--- src/rtl/ddr_sample_serializer.sv ---
module ddr_sample_serializer #(
  parameter int LANES     = 8,
  parameter int WIDTH     = 12,
  parameter logic [WIDTH-1:0] TEST_WORD = 12'h0BD
) (
  input  logic                   clk,
  input  logic                   rst_n,
  input  logic                   fmt_offset_i,
  input  logic                   test_en_i,
  input  logic [LANES*WIDTH-1:0] samples_i,
  output logic [LANES-1:0]       lanes_o,
  output logic                   sclk_o,
  output logic                   frame_o
);

  localparam int CW   = $clog2(WIDTH);
  localparam int HALF = WIDTH / 2;
  localparam logic [CW-1:0] LAST     = CW'(WIDTH - 1);
  localparam logic [CW-1:0] HALF_END = CW'(HALF - 1);
  localparam logic [WIDTH-1:0] MSB_MASK = WIDTH'(1) << (WIDTH - 1);

  logic [CW-1:0] slot_q;
  logic          run_q;
  logic          load;

  assign load = (slot_q == LAST);

  always_ff @(posedge clk or negedge rst_n) begin
    if (!rst_n) begin
      slot_q  <= LAST;
      run_q   <= 1'b0;
      sclk_o  <= 1'b0;
      frame_o <= 1'b0;
    end else begin
      run_q <= 1'b1;
      if (load) begin
        slot_q  <= '0;
        sclk_o  <= 1'b1;
        frame_o <= 1'b1;
      end else begin
        slot_q <= slot_q + 1'b1;
        sclk_o <= ~sclk_o;
        if (slot_q == HALF_END) frame_o <= 1'b0;
      end
    end
  end

  for (genvar k = 0; k < LANES; k++) begin : g_lane
    logic [WIDTH-1:0] sh_q;
    logic [WIDTH-1:0] word;

    assign word = test_en_i    ? TEST_WORD :
                  fmt_offset_i ? (samples_i[k*WIDTH +: WIDTH] ^ MSB_MASK) :
                                  samples_i[k*WIDTH +: WIDTH];

    always_ff @(posedge clk or negedge rst_n) begin
      if (!rst_n)    sh_q <= '0;
      else if (load) sh_q <= word;
      else           sh_q <= sh_q >> 1;
    end

    assign lanes_o[k] = sh_q[0];
  end

  // outputs idle until the first word is loaded
  a_r1_idle_until_load: assert property (@(posedge clk) disable iff (!rst_n)
    !run_q |-> (lanes_o == '0 && !frame_o && !sclk_o));

  // frame strobe rises only at the start of a word
  a_r3_frame_rise_at_d0: assert property (@(posedge clk) disable iff (!rst_n)
    $rose(frame_o) |-> (slot_q == '0 && $past(slot_q) == LAST));

  // frame strobe falls at the half-word point
  a_r3_frame_fall_half: assert property (@(posedge clk) disable iff (!rst_n)
    $fell(frame_o) |-> (slot_q == CW'(HALF)));

  // serial clock changes in every slot once running
  a_r4_sclk_toggles: assert property (@(posedge clk) disable iff (!rst_n)
    (run_q && $past(run_q)) |-> (sclk_o != $past(sclk_o)));

  // test word bit 0 on every lane at word start
  a_r7_test_word_d0: assert property (@(posedge clk) disable iff (!rst_n)
    ($rose(frame_o) && $past(test_en_i)) |-> (lanes_o == {LANES{TEST_WORD[0]}}));

  // lane 0 bit 0 follows channel 0 sample when not in test mode
  a_r5_lane0_d0: assert property (@(posedge clk) disable iff (!rst_n)
    ($rose(frame_o) && !$past(test_en_i)) |-> (lanes_o[0] == $past(samples_i[0])));

endmodule

--- config.mk ---
export PLATFORM = sky130hd
export DESIGN_NAME = ddr_sample_serializer
export DESIGN_NICKNAME = d
export VERILOG_FILES = /design/src/rtl/ddr_sample_serializer.sv
export SDC_FILE = /design/constraint.sdc
export NUM_CORES = 1
export LEC_CHECK = 0
export CORE_MARGIN = 4
export CORE_UTILIZATION = 60
export CTS_BUF_LIST = sky130_fd_sc_hd__clkbuf_4 sky130_fd_sc_hd__clkbuf_8
export CTS_CLUSTER_DIAMETER = 120
export DETAILED_ROUTE_END_ITERATION = 12
export DONT_BUFFER_PORTS = 1
export MAX_ROUTING_LAYER = met4
export PLACE_DENSITY = 0.83
export SLEW_MARGIN = 20
export SYNTH_ARGS = -nofsm -noshare
export SYNTH_HDL_FRONTEND = slang
export SYNTH_SLANG_ARGS = --single-unit
--- constraint.sdc ---
create_clock -name clk -period 3.58 [get_ports clk]
set_input_delay 0.358 -clock clk [delete_from_list [all_inputs] [get_ports clk]]
set_output_delay 0.358 -clock clk [all_outputs]
set_load 0.02 [all_outputs]
# == Word-level counts from Yosys, hierarchy flattened ==
# Cells that the tools add are included.
# totals
reg_bits,102
latchBits,0
mem_bits_rw,0
romBits,0
out_inout_bits,10
memories,0
# op_classes
addsub,1
n_mul,0
div,0
n_lt_le_gt_ge,0
eq_ne,2
n_shift,0
mux,28
bitwise,9
reduce_logical,1
# op_table
operator,count
2-to-1 mux 12 bit,24
NOT 1 bit,9
adder 4 x 1 -> 4 bit (second input constant),1
== test 4 x 3 -> 1 bit (second input constant),1
== test 4 bit (second input constant),1
2-to-1 mux 4 bit,1
2-to-1 mux 1 bit,3
nonzero test 2 bit,1

# == Longest topological paths before layout ==
# Gate-level depths: netlist of the first run.
# logic_depth
ltp_word,4
ltp_mapped,6

# == Worst setup path before layout of the first run ==
# OpenSTA, ideal clock, no wires.
# synth_timing
path_type,register to register
startpoint,reg slot_q[0]
endpoint,reg g_lane[7].sh_q[10]
setup_ps,128
arrival_ps,1519
required_time_ps,3452
setup_slack_ps,1934
path_stages_with_launch,6
n_path_buf,2
synth_period_minus_slack_ps,1646
path_cell_list,dfstp_2 -> ha_1 -> and3b_1 -> buf_6 -> buf_6 -> mux2_1
# synth_between
elab_chain_cells,2
# synth_lines
element,line,text
start: declaration,22,logic [CW-1:0] slot_q;
start signal: assignment,41,slot_q <= slot_q + 1'b1;
== test 4 bit,26,assign load = (slot_q == LAST);
2-to-1 mux 12 bit,58,else if (load) sh_q <= word;
end signal: assignment,58,
end signal: assignment,59,else sh_q <= sh_q >> 1;
end: declaration,49,logic [WIDTH-1:0] sh_q;
# Every way passes these cells.
# A chain may end at the register's enable or synchronous reset.

# == Final worst setup path of the first run ==
# layout_timing
startpoint,reg slot_q[0]
endpoint,reg g_lane[2].sh_q[6]
# layout_between
elab_chain_cells,2
# layout_lines
element,line
== test 4 bit,26
2-to-1 mux 12 bit,58
end signal: assignment,58
end signal: assignment,59
end: declaration,49
# Every way passes these cells.

==> results of run 1 <==
[where the power goes]
part | internal [W] | switching, W
logic | 0.0000559 | 0.0000573
clock network | 0.000277 | 0.000395
registers | 0.00120 | 0.0000197
total | 0.00154 | 0.000472
[routing by layer]
metal	global-route usage [%]	part of all wire [%]	vias to the layer above
li1	-	-	1178
met1	23.8	43	1222
met2	26.0	49	68
met3	3.55	5.6	14
met4	7.93	2.0	0
met5	-	0	-
[path summary, 6_finish.rpt]
check | start | end | slack (ps) | cells past startpoint
max reg2reg | slot_q[0] | g_lane[2].sh_q[6] | 1360 | 4
min in group asynchronous | rst_n | g_lane[2].sh_q[1] | 570 | 2
min | samples_i[11] | g_lane[0].sh_q[11] | 160 | 2
max in group asynchronous | rst_n | slot_q[1] | 2620 | 2
max | slot_q[0] | g_lane[2].sh_q[6] | 1360 | 4
min reg2reg | g_lane[7].sh_q[11] | g_lane[7].sh_q[10] | 460 | 1
[timing repair]
action                                 in CTS  in global routing
hold buffers                                2                  0
endpoints found under the hold margin     102                  0
setup endpoints to repair                   0                  0
[placed cells by master, fill, tap and decap left out, types with 3 or more instances in the layout]
cell,n
xnor2_1,8
nor3_1,8
mux2i_1,48
mux2_1,9
dfstp_2,3
nor2_1,50
inv_1,50
clkbuf_8,10
dfrtp_1,99
inv_6,3
nor2b_1,40
mux2_2,32
[through the flow]
step | setup WS (ps) | instances | cell area (sq um) | util [%] | total power (W)
3_3_place_gp | 1400 | 461 | 4490 | 61.6 | 0.00133
5_1_grt | 1230 | 479 | 4710 | 64.6 | 0.00210
4_1_cts | 1340 | 479 | 4710 | 64.6 | 0.00204
3_5_place_dp | 1360 | 461 | 4490 | 61.6 | 0.00134
2_1_floorplan | 1930 | 390 | 4540 | - | 0.00134
6_report | 1360 | 479 | 4710 | 64.6 | 0.00201
[kinds of logic after synthesis]
logic type / count (synthesis) / synth area share [%]
buffers and inverters: 80 / 8.73
adder cells (fa/ha/maj): 2 / 0.551
AO/OA/AOI/OAI: 3 / 0.468
AND/OR/NAND/NOR: 106 / 11.7
multiplexers: 89 / 20.7
flip-flops: 102 / 56.3
XOR/XNOR: 8 / 1.54
[cell usage after synthesis]
| master | count | area share, % |
|---|---|---|
| dfrtp_1 | 99 | 55 |
| a21oi_1 | 1 | 0.11 |
| buf_2 | 2 | 0.22 |
| mux2i_1 | 48 | 11 |
| buf_6 | 7 | 1.7 |
| clkbuf_1 | 9 | 0.74 |
| nand3b_1 | 1 | 0.17 |
| nand4b_1 | 1 | 0.19 |
| nor2_1 | 50 | 4.1 |
| nand2_1 | 2 | 0.17 |
| nor2b_1 | 40 | 5.5 |
| mux2_1 | 9 | 2.2 |
| o2bb2ai_1 | 1 | 0.19 |
| buf_1 | 1 | 0.083 |
| and3b_1 | 1 | 0.19 |
| mux2_2 | 32 | 7.9 |
| dfstp_2 | 3 | 1.7 |
| or3b_2 | 1 | 0.19 |
| ha_1 | 2 | 0.55 |
| nand2b_1 | 1 | 0.14 |
| inv_1 | 50 | 4.1 |
| and2_1 | 1 | 0.14 |
| xnor2_1 | 8 | 1.5 |
| nor3_1 | 8 | 0.88 |
| buf_4 | 11 | 1.8 |
| o211ai_1 | 1 | 0.17 |
[cell type report]
type	instances	area, sq um	area share, %
clock buffer	10	138	2.92
clock inverter	6	43.8	0.930
inverter	50	188	3.99
multi-input combinational	208	1590	33.9
sequential	102	2560	54.3
tap	99	124	2.63
timing repair buffer	4	65.1	1.38
[state kept, by name, indices dropped and copies added, names as in the netlist]
signal / cells
sclk_o: 1
slot_q: 4
g_lane.sh_q: 96
frame_o: 1
[worst max-delay path, delay by kind of cell (launching register included)]
kind	cells	cell delay (ps)
multiplexers	1	370
buffers and inverters	1	340
flip-flops	1	570
adder cells (fa/ha/maj)	1	240
AND/OR/NAND/NOR	1	550
==> results.sh, run 1 <==
export IMPL_run_status="complete, no violations"
export IMPL_cap_violations=0
export IMPL_layout_worst_path_cycle_share_pct=62.1
export IMPL_htree_num_levels=3
export IMPL_num_vias=2482
export IMPL_rsz0062_at_grt="no"
export IMPL_crit_path_cell_trace="ha_1 > and3b_4 > buf_12 > mux2_2"
export IMPL_grt_pass1_wl_microns=11700
export IMPL_die_area_sq_um=9030
export IMPL_cp_data_required_time_ps=3820
export IMPL_clock_skew_final_ps=11.0
export IMPL_setup_viol=0
export IMPL_relSlewSlack_pct=66.1
export IMPL_wire_per_inst_microns=15.0
export IMPL_ys_types=26
export IMPL_die_h_microns=95.0
export IMPL_p_per_area_nw_per_um2=426
export IMPL_viasPerCell=5.18
export IMPL_drc=0
export IMPL_period_needed_ps=2220
export IMPL_drive_above_1_share_pct=14.7
export IMPL_synth_seq_cells=102
export IMPL_cp_start_kind="flop"
export IMPL_syn_area_per_cell_sq_um=11.6
export IMPL_antenna_cells=0
export IMPL_coreArea_sq_um=7290
export IMPL_path_clk_slew_ps=90
export IMPL_cts_repair_resized=0
export IMPL_antenna_found_initial=0
export IMPL_slew_viol_final=0
export IMPL_first_iter_violations=67
export IMPL_syn_nets=492
export IMPL_crit_type="reg2reg"
export IMPL_nFillCells=609
export IMPL_drt_pass1_iterations=4
export IMPL_nets=477
export IMPL_grt_pass1_vias=2499
export IMPL_wl_microns=7170
export IMPL_die_x_microns=95.0
export IMPL_worst_slew_pin_slew_ps=509
export IMPL_cts_buffer_depth=2
export IMPL_yosys_warnings=0
export IMPL_tritoncts="yes"
export IMPL_grt_max_degree=103
export IMPL_fmax_mhz=450
export IMPL_dpl_hpwl_microns=4790
export IMPL_grt_usage_pct=17.6
export IMPL_syn_to_final_growth_pct=3.64
export IMPL_cpMaxStageDelayCell="dfstp_2"
export IMPL_port_buffers=0
export IMPL_cts_root_buf="clkbuf_8"
export IMPL_p_leak_nw=2.13
export IMPL_fin_tns_setup_ps=0
export IMPL_netlist_instances=390
export IMPL_postCtsSetupBuffers=0
export IMPL_crit_arrival_ps=2470
export IMPL_ant_nets=0
export IMPL_crit_fanout=47
export IMPL_gp_congestion=0.754
export IMPL_cpPeakStageDelay_ps=570
export IMPL_syn_area_sq_um=4540
export IMPL_numCtsBuffers=9
export IMPL_clock_latency_ps=360
export IMPL_finalHoldViolCount=0
export IMPL_end_kind="flop"
export IMPL_peakVddDrop_mv=0.222
export IMPL_yosysSeqAreaShare_pct=56.3
export IMPL_hp_class="in2reg"
export IMPL_start_util_pct=62.3
export IMPL_grt_overflow=0
export IMPL_ios=110
export IMPL_cts_sinks=102
export IMPL_rows=31
export IMPL_holdWs_ps=164
Power figures use the tool's default switching activity.
==> run 2, diff against run 1 <==
--- a/config.mk
+++ b/config.mk
@@ -5,6 +5,7 @@
 export SDC_FILE = /design/constraint.sdc
 export NUM_CORES = 1
 export LEC_CHECK = 0
+export ABC_AREA = 1
 export CORE_MARGIN = 4
 export CORE_UTILIZATION = 60
 export CTS_BUF_LIST = sky130_fd_sc_hd__clkbuf_4 sky130_fd_sc_hd__clkbuf_8
==> constraint.sdc (replaced) <==
create_clock -name clk -period 2.09 [get_ports clk]
set_input_delay 0.209 -clock clk [delete_from_list [all_inputs] [get_ports clk]]
set_output_delay 0.209 -clock clk [all_outputs]
set_load 0.02 [all_outputs]
==> run 2 against run 1 <==
The flow now finishes with violations (hold timing). Critical path depth did not move. Maximum frequency up 22%. Largest cell class unchanged. Setup slack worse by 1100 ps. First-iteration DRC count up 81%. Flip-flop and latch count is the same. Design area rose by 3.0%. Core utilization is 5.6 points higher.
==> results.sh, run 2 <==
export IMPL_first_iter_violations=121
export IMPL_cap_violations=0
export IMPL_top_register="g_lane.sh_q"
export IMPL_rows=30
export IMPL_htree_num_levels=3
export IMPL_cpMaxStageDelayCell="dfstp_2"
export IMPL_viasPerCell=5.13
export IMPL_worst_slew_pin_slew_ps=425
export IMPL_numCtsBuffers=9
export IMPL_grt_pass1_vias=2899
export IMPL_drt_pass1_iterations=4
export IMPL_grt_max_degree=103
export IMPL_setup_ws_ps=265
export IMPL_tritoncts="yes"
export IMPL_num_vias=2895
export IMPL_cts_sinks=102
export IMPL_wl_microns=8310
export IMPL_run_status="finished with violations"
export IMPL_antenna_found_initial=0
export IMPL_cts_buffer_depth=2
export IMPL_cts_repair_resized=0
export IMPL_crit_fanout=51
export IMPL_hold_buffers=33
export IMPL_pre_cts_ws_ps=260
export IMPL_period_needed_ps=1830
export IMPL_syn_area_per_cell_sq_um=9.76
export IMPL_reg2reg_depth=4
export IMPL_synth_common_cells="136 x nand2_1, 99 x dfrtp_1, 58 x nor2_1"
export IMPL_slew_viol_final=0
export IMPL_cts_root_buf="clkbuf_8"
export IMPL_finalHoldViolCount=102
export IMPL_nFillCells=520
export IMPL_ys_types=23
export IMPL_netlist_instances=445
export IMPL_end_kind="flop"
export IMPL_dpl_hpwl_microns=4950
export IMPL_largest_reg_flops=96
export IMPL_die_h_microns=93.1
export IMPL_ant_nets=0
export IMPL_reg2reg_to="g_lane[3].sh_q[2]"
export IMPL_grt_pass1_wl_microns=13600
export IMPL_dp_cells=509
export IMPL_clock_skew_final_ps=10.6
export IMPL_syn_to_final_growth_pct=11.6
export IMPL_layout_cells_non_filler=564
export IMPL_crit_type="reg2reg"
export IMPL_die_x_microns=93.1
export IMPL_coreArea_sq_um=6910
export IMPL_syn_area_sq_um=4350
export IMPL_layout_worst_path_cycle_share_pct=87.3
export IMPL_gp_congestion=0.757
export IMPL_nets=565
export IMPL_ys_flop_type="dfrtp_1"
export IMPL_r2r_start="slot_q[0]"
export IMPL_die_area_sq_um=8670
export IMPL_path_clk_slew_ps=100
export IMPL_ios=110
export IMPL_crit_path_cell_trace="ha_1 > nand3_4 > buf_12 > o21ai_0"
export IMPL_fmax_mhz=548
export IMPL_port_buffers=0
export IMPL_yosys_warnings=0
export IMPL_setup_viol=0
export IMPL_hp_class="in2async"
export IMPL_synth_seq_cells=102
export IMPL_wire_per_inst_microns=14.7
export IMPL_holdWs_ps=-465
export IMPL_grt_usage_pct=20.5
export IMPL_final_common_cell="nand2_1"
export IMPL_drive_above_1_share_pct=14.1
export IMPL_p_per_area_nw_per_um2=760
export IMPL_fin_tns_setup_ps=0
export IMPL_p_leak_nw=2.29
export IMPL_cpPeakStageDelay_ps=580
export IMPL_yosysSeqAreaShare_pct=58.8
export IMPL_cp_data_required_time_ps=2360
export IMPL_syn_nets=547
export IMPL_async_flop_share_pct=100
export IMPL_final_cell_mix="136 x nand2_1, 99 x dfrtp_1, 58 x nor2_1, 40 x o21ai_2, 39 x dlygate4sd3_1"
export IMPL_fin_util_pct=70.2
export IMPL_start_util_pct=62.9
export IMPL_reg_top3="g_lane.sh_q: 96 flops, slot_q: 4 flops"
export IMPL_crit_arrival_ps=2100
export IMPL_postCtsSetupBuffers=0
export IMPL_cp_start_kind="flop"
export IMPL_rsz0062_at_grt="no"
export IMPL_grt_overflow=0
export IMPL_antenna_cells=0
export IMPL_netlist_top_cell_by_area="dfrtp_1"
export IMPL_synthTopCellsByArea="dfrtp_1 57%, nand2_1 12%, o21ai_2 8.1%"
export IMPL_synth_edf_count=0
export IMPL_violations="hold timing"
export IMPL_drc=0
export IMPL_yosys_cell_count_top_type="nand2_1"
export IMPL_synth_top_area_share_pct=57.0
export IMPL_r2r_slack_ps=260
export IMPL_peakVddDrop_mv=0.443
export IMPL_relSlewSlack_pct=71.6
export IMPL_clock_latency_ps=360
run 2: cell count changes in the layout (fill, tap and decap cells not counted), sizes merged, moves of 4 or more:
cell	change
dlygate4sd3	+38
nor3	-8
o21ai	+88
nand3	+4
nor2	+8
inv	-43
mux2i	-48
mux2	-41
nor2b	-40
nand2	+134
run 2: worst max path at each step:
stage,slack (ps),from,to
after detailed placement,260,slot_q[0],g_lane[0].sh_q[0]
after global placement,290,slot_q[0],g_lane[3].sh_q[2]
after floorplan,650,slot_q[0],g_lane[6].sh_q[2]
after global routing,100,slot_q[0],g_lane[3].sh_q[2]
after CTS,240,slot_q[0],g_lane[0].sh_q[0]
final,260,slot_q[0],g_lane[3].sh_q[2]
run 2: cell families after synthesis:
| kind of cell | Yosys count | synth area share [%] |
|---|---|---|
| DFF | 102 | 58.8 |
| AOI/OAI and AO/OA | 89 | 13.7 |
| adders and majority gates | 2 | 0.576 |
| and+or+nand+nor | 199 | 17.7 |
| buffers and inverters | 45 | 7.63 |
| xor gates and xnor gates | 8 | 1.61 |
run 2: final cells by class:
| type | instances | area [sq um] | share of cell area, % |
|---|---|---|---|
| clock buffer | 9 | 124 | 2.55 |
| tap | 96 | 120 | 2.48 |
| clock inverter | 7 | 95.1 | 1.96 |
| timing repair buffer | 44 | 465 | 9.60 |
| multi-input combinational | 298 | 1460 | 30.1 |
| inverter | 8 | 30.0 | 0.619 |
| sequential | 102 | 2560 | 52.7 |
run 2: where the power goes:
part           total [W]  internal [W]  switching [W]
logic           0.000240      0.000130       0.000111
registers        0.00210       0.00206      0.0000360
clock network    0.00135      0.000679       0.000671
total            0.00369       0.00287       0.000817
run 2: metrics by stage:
| stage | power [W] | cell area (sq um) |
|---|---|---|
| CTS | 0.00370 | 4790 |
| detailed placement | 0.00231 | 4240 |
| global placement | 0.00230 | 4240 |
| finish | 0.00369 | 4850 |
| global route | 0.00385 | 4850 |
| floorplan | 0.00230 | 4350 |
run 2: per-layer routing:
metal  track usage (%)  share of wire (%)
met4              5.86                1.1
met1              26.9                 43
met3              4.83                5.7
met5                 -                  0
met2              32.4                 50
run 2: critical path, delay by kind of cell, from the launching register on:
kind,cells,cell delay (ps)
DFF,1,580
and+or+nand+nor,1,350
buffers and inverters,1,330
adders and majority gates,1,260
AOI/OAI and AO/OA,1,210
==> run 3, diff against run 2 <==
--- a/config.mk
+++ b/config.mk
@@ -5,7 +5,6 @@
 export SDC_FILE = /design/constraint.sdc
 export NUM_CORES = 1
 export LEC_CHECK = 0
-export ABC_AREA = 1
 export CORE_MARGIN = 4
 export CORE_UTILIZATION = 60
 export CTS_BUF_LIST = sky130_fd_sc_hd__clkbuf_4 sky130_fd_sc_hd__clkbuf_8
==> run 3 against run 2 <==
The flow still finishes with violations (hold timing). Global-route usage fell by 2.3 points. Critical path type unchanged. Core utilization decreased by 4.0 points. Via count down 14%. Die area is 4.2% higher.
==> results.sh, run 3 (synthesized netlist as in run 1, its figures left out) <==
export IMPL_r2r_start="slot_q[0]"
export IMPL_htree_num_levels=3
export IMPL_dpl_hpwl_microns=4740
export IMPL_violations="hold timing"
export IMPL_drc=0
export IMPL_numCtsBuffers=9
export IMPL_finalHoldViolCount=102
export IMPL_r2r_slack_ps=160
export IMPL_nets=486
export IMPL_first_iter_violations=64
export IMPL_final_cell_mix="99 x dfrtp_1, 50 x inv_1, 50 x nor2_1, 48 x mux2i_1, 40 x nor2b_1"
export IMPL_postPlaceCellArea_sq_um=4520
export IMPL_nFillCells=593
export IMPL_pre_cts_ws_ps=234
export IMPL_gp_congestion=0.712
export IMPL_grt_usage_pct=18.2
export IMPL_grt_pass1_vias=2590
export IMPL_cts_buffer_depth=2
export IMPL_antenna_cells=0
export IMPL_reg_top3="g_lane.sh_q: 96 flops, slot_q: 4 flops"
export IMPL_hp_class="in2async"
export IMPL_stdcell_area_sq_um=4820
export IMPL_port_buffers=0
export IMPL_layout_worst_path_cycle_share_pct=92.3
export IMPL_drive_above_1_share_pct=14.7
export IMPL_reg2reg_to="g_lane[7].sh_q[11]"
export IMPL_viasPerCell=5.11
export IMPL_setup_viol=0
export IMPL_die_x_microns=95.0
export IMPL_top_register="g_lane.sh_q"
export IMPL_cp_data_required_time_ps=2390
export IMPL_setup_ws_ps=162
export IMPL_fmax_mhz=519
export IMPL_wire_per_inst_microns=15.0
export IMPL_peakVddDrop_mv=0.415
export IMPL_grt_max_degree=103
export IMPL_cts_root_buf="clkbuf_8"
export IMPL_num_vias=2494
export IMPL_relSlewSlack_pct=76.8
export IMPL_regArea_sq_um=2560
export IMPL_cap_violations=0
export IMPL_grt_overflow=0
export IMPL_rows=31
export IMPL_p_leak_nw=2.17
export IMPL_ant_nets=0
export IMPL_syn_to_final_growth_pct=6.20
export IMPL_run_status="finished with violations"
export IMPL_drt_pass1_iterations=4
export IMPL_multiInputGateArea_sq_um=1590
export IMPL_cts_sinks=102
export IMPL_reg2reg_depth=4
export IMPL_p_per_area_nw_per_um2=727
export IMPL_path_clk_slew_ps=100
export IMPL_ios=110
export IMPL_start_util_pct=62.3
export IMPL_crit_arrival_ps=2230
export IMPL_period_needed_ps=1930
export IMPL_crit_type="reg2reg"
export IMPL_clock_skew_final_ps=10.9
export IMPL_largest_reg_flops=96
export IMPL_fin_tns_setup_ps=0
export IMPL_cp_start_kind="flop"
export IMPL_antenna_found_initial=0
export IMPL_holdWs_ps=-468
export IMPL_clock_latency_ps=360
export IMPL_final_common_cell="dfrtp_1"
export IMPL_cts_repair_resized=0
export IMPL_slew_viol_final=0
export IMPL_die_h_microns=95.0
export IMPL_wl_microns=7340
export IMPL_power_w=0.00351
export IMPL_crit_fanout=7
export IMPL_tritoncts="yes"
export IMPL_rsz0062_at_grt="no"
export IMPL_coreArea_sq_um=7290
export IMPL_grt_pass1_wl_microns=12200
export IMPL_worst_slew_pin_slew_ps=346
export IMPL_die_area_sq_um=9030
export IMPL_end_kind="flop"
[run 3: cell types whose count changed in the layout (fill, tap and decap cells not counted), moves of 9 or more]
| cell | delta |
|---|---|
| dlygate4sd3_1 | -30 |
| inv_1 | +43 |
| mux2_1 | +9 |
| mux2_2 | +32 |
| mux2i_1 | +48 |
| nand2_1 | -134 |
| nor2b_1 | +40 |
| o21ai_0 | -37 |
| o21ai_1 | -11 |
| o21ai_2 | -40 |
[run 3: what timing repair did]
item                                    in CTS  in global routing
endpoints found under the hold margin      111                106
hold buffers                                 5                  4
buffers inserted                             0                  1
endpoints found under the setup margin       0                  1
[run 3: worst max-delay path by stage]
stage / start / endpoint / slack [ps] / depth (start not counted)
2_1_floorplan: slot_q[0] / g_lane[7].sh_q[10] / 440 / 5
3_3_place_gp: slot_q[0] / g_lane[5].sh_q[1] / 290 / 4
3_5_place_dp: slot_q[0] / g_lane[3].sh_q[1] / 230 / 4
4_1_cts: slot_q[0] / g_lane[7].sh_q[11] / 100 / 4
5_1_grt: slot_q[0] / g_lane[7].sh_q[11] / 80 / 4
6_report: slot_q[0] / g_lane[7].sh_q[11] / 160 / 4
[run 3: cell type report]
class                           instances  share of cell area, %
Clock buffer                            9                   2.57
Clock inverter                          7                   1.69
Inverter                               50                   3.89
Multi-Input combinational cell        208                   33.0
Sequential cell                       102                   53.0
Tap cell                               99                   2.57
Timing Repair Buffer                   13                   3.27
[run 3: worst max-delay path, stage by stage (launching register included)]
cell and delay [ps]:
dfstp_2 580, ha_1 240, nand3b_1 240, nor3_1 240
dlygate4sd3_1 570
[run 3: layer usage]
| layer | GRT usage, % | vias up | share of wire (%) |
|---|---|---|---|
| met1 | 24.5 | 1220 | 43 |
| met2 | 27.6 | 68 | 49 |
| li1 | - | 1195 | - |
| met4 | 7.21 | 0 | 1.8 |
| met3 | 3.55 | 11 | 5.6 |
| met5 | - | - | 0 |
[run 3: power breakdown]
part | total (W) | internal, W | switching, W | leakage (nW)
Combinational | 0.000166 | 0.000101 | 0.0000652 | 0.858
Sequential | 0.00209 | 0.00206 | 0.0000335 | 1.21
Clock | 0.00125 | 0.000568 | 0.000679 | 0.100
[run 3: stage by stage]
stage | util [%] | std cells
2_1_floorplan | - | 390
3_3_place_gp | 62.0 | 462
3_5_place_dp | 62.0 | 462
4_1_cts | 65.5 | 483
5_1_grt | 66.2 | 488
6_report | 66.2 | 488
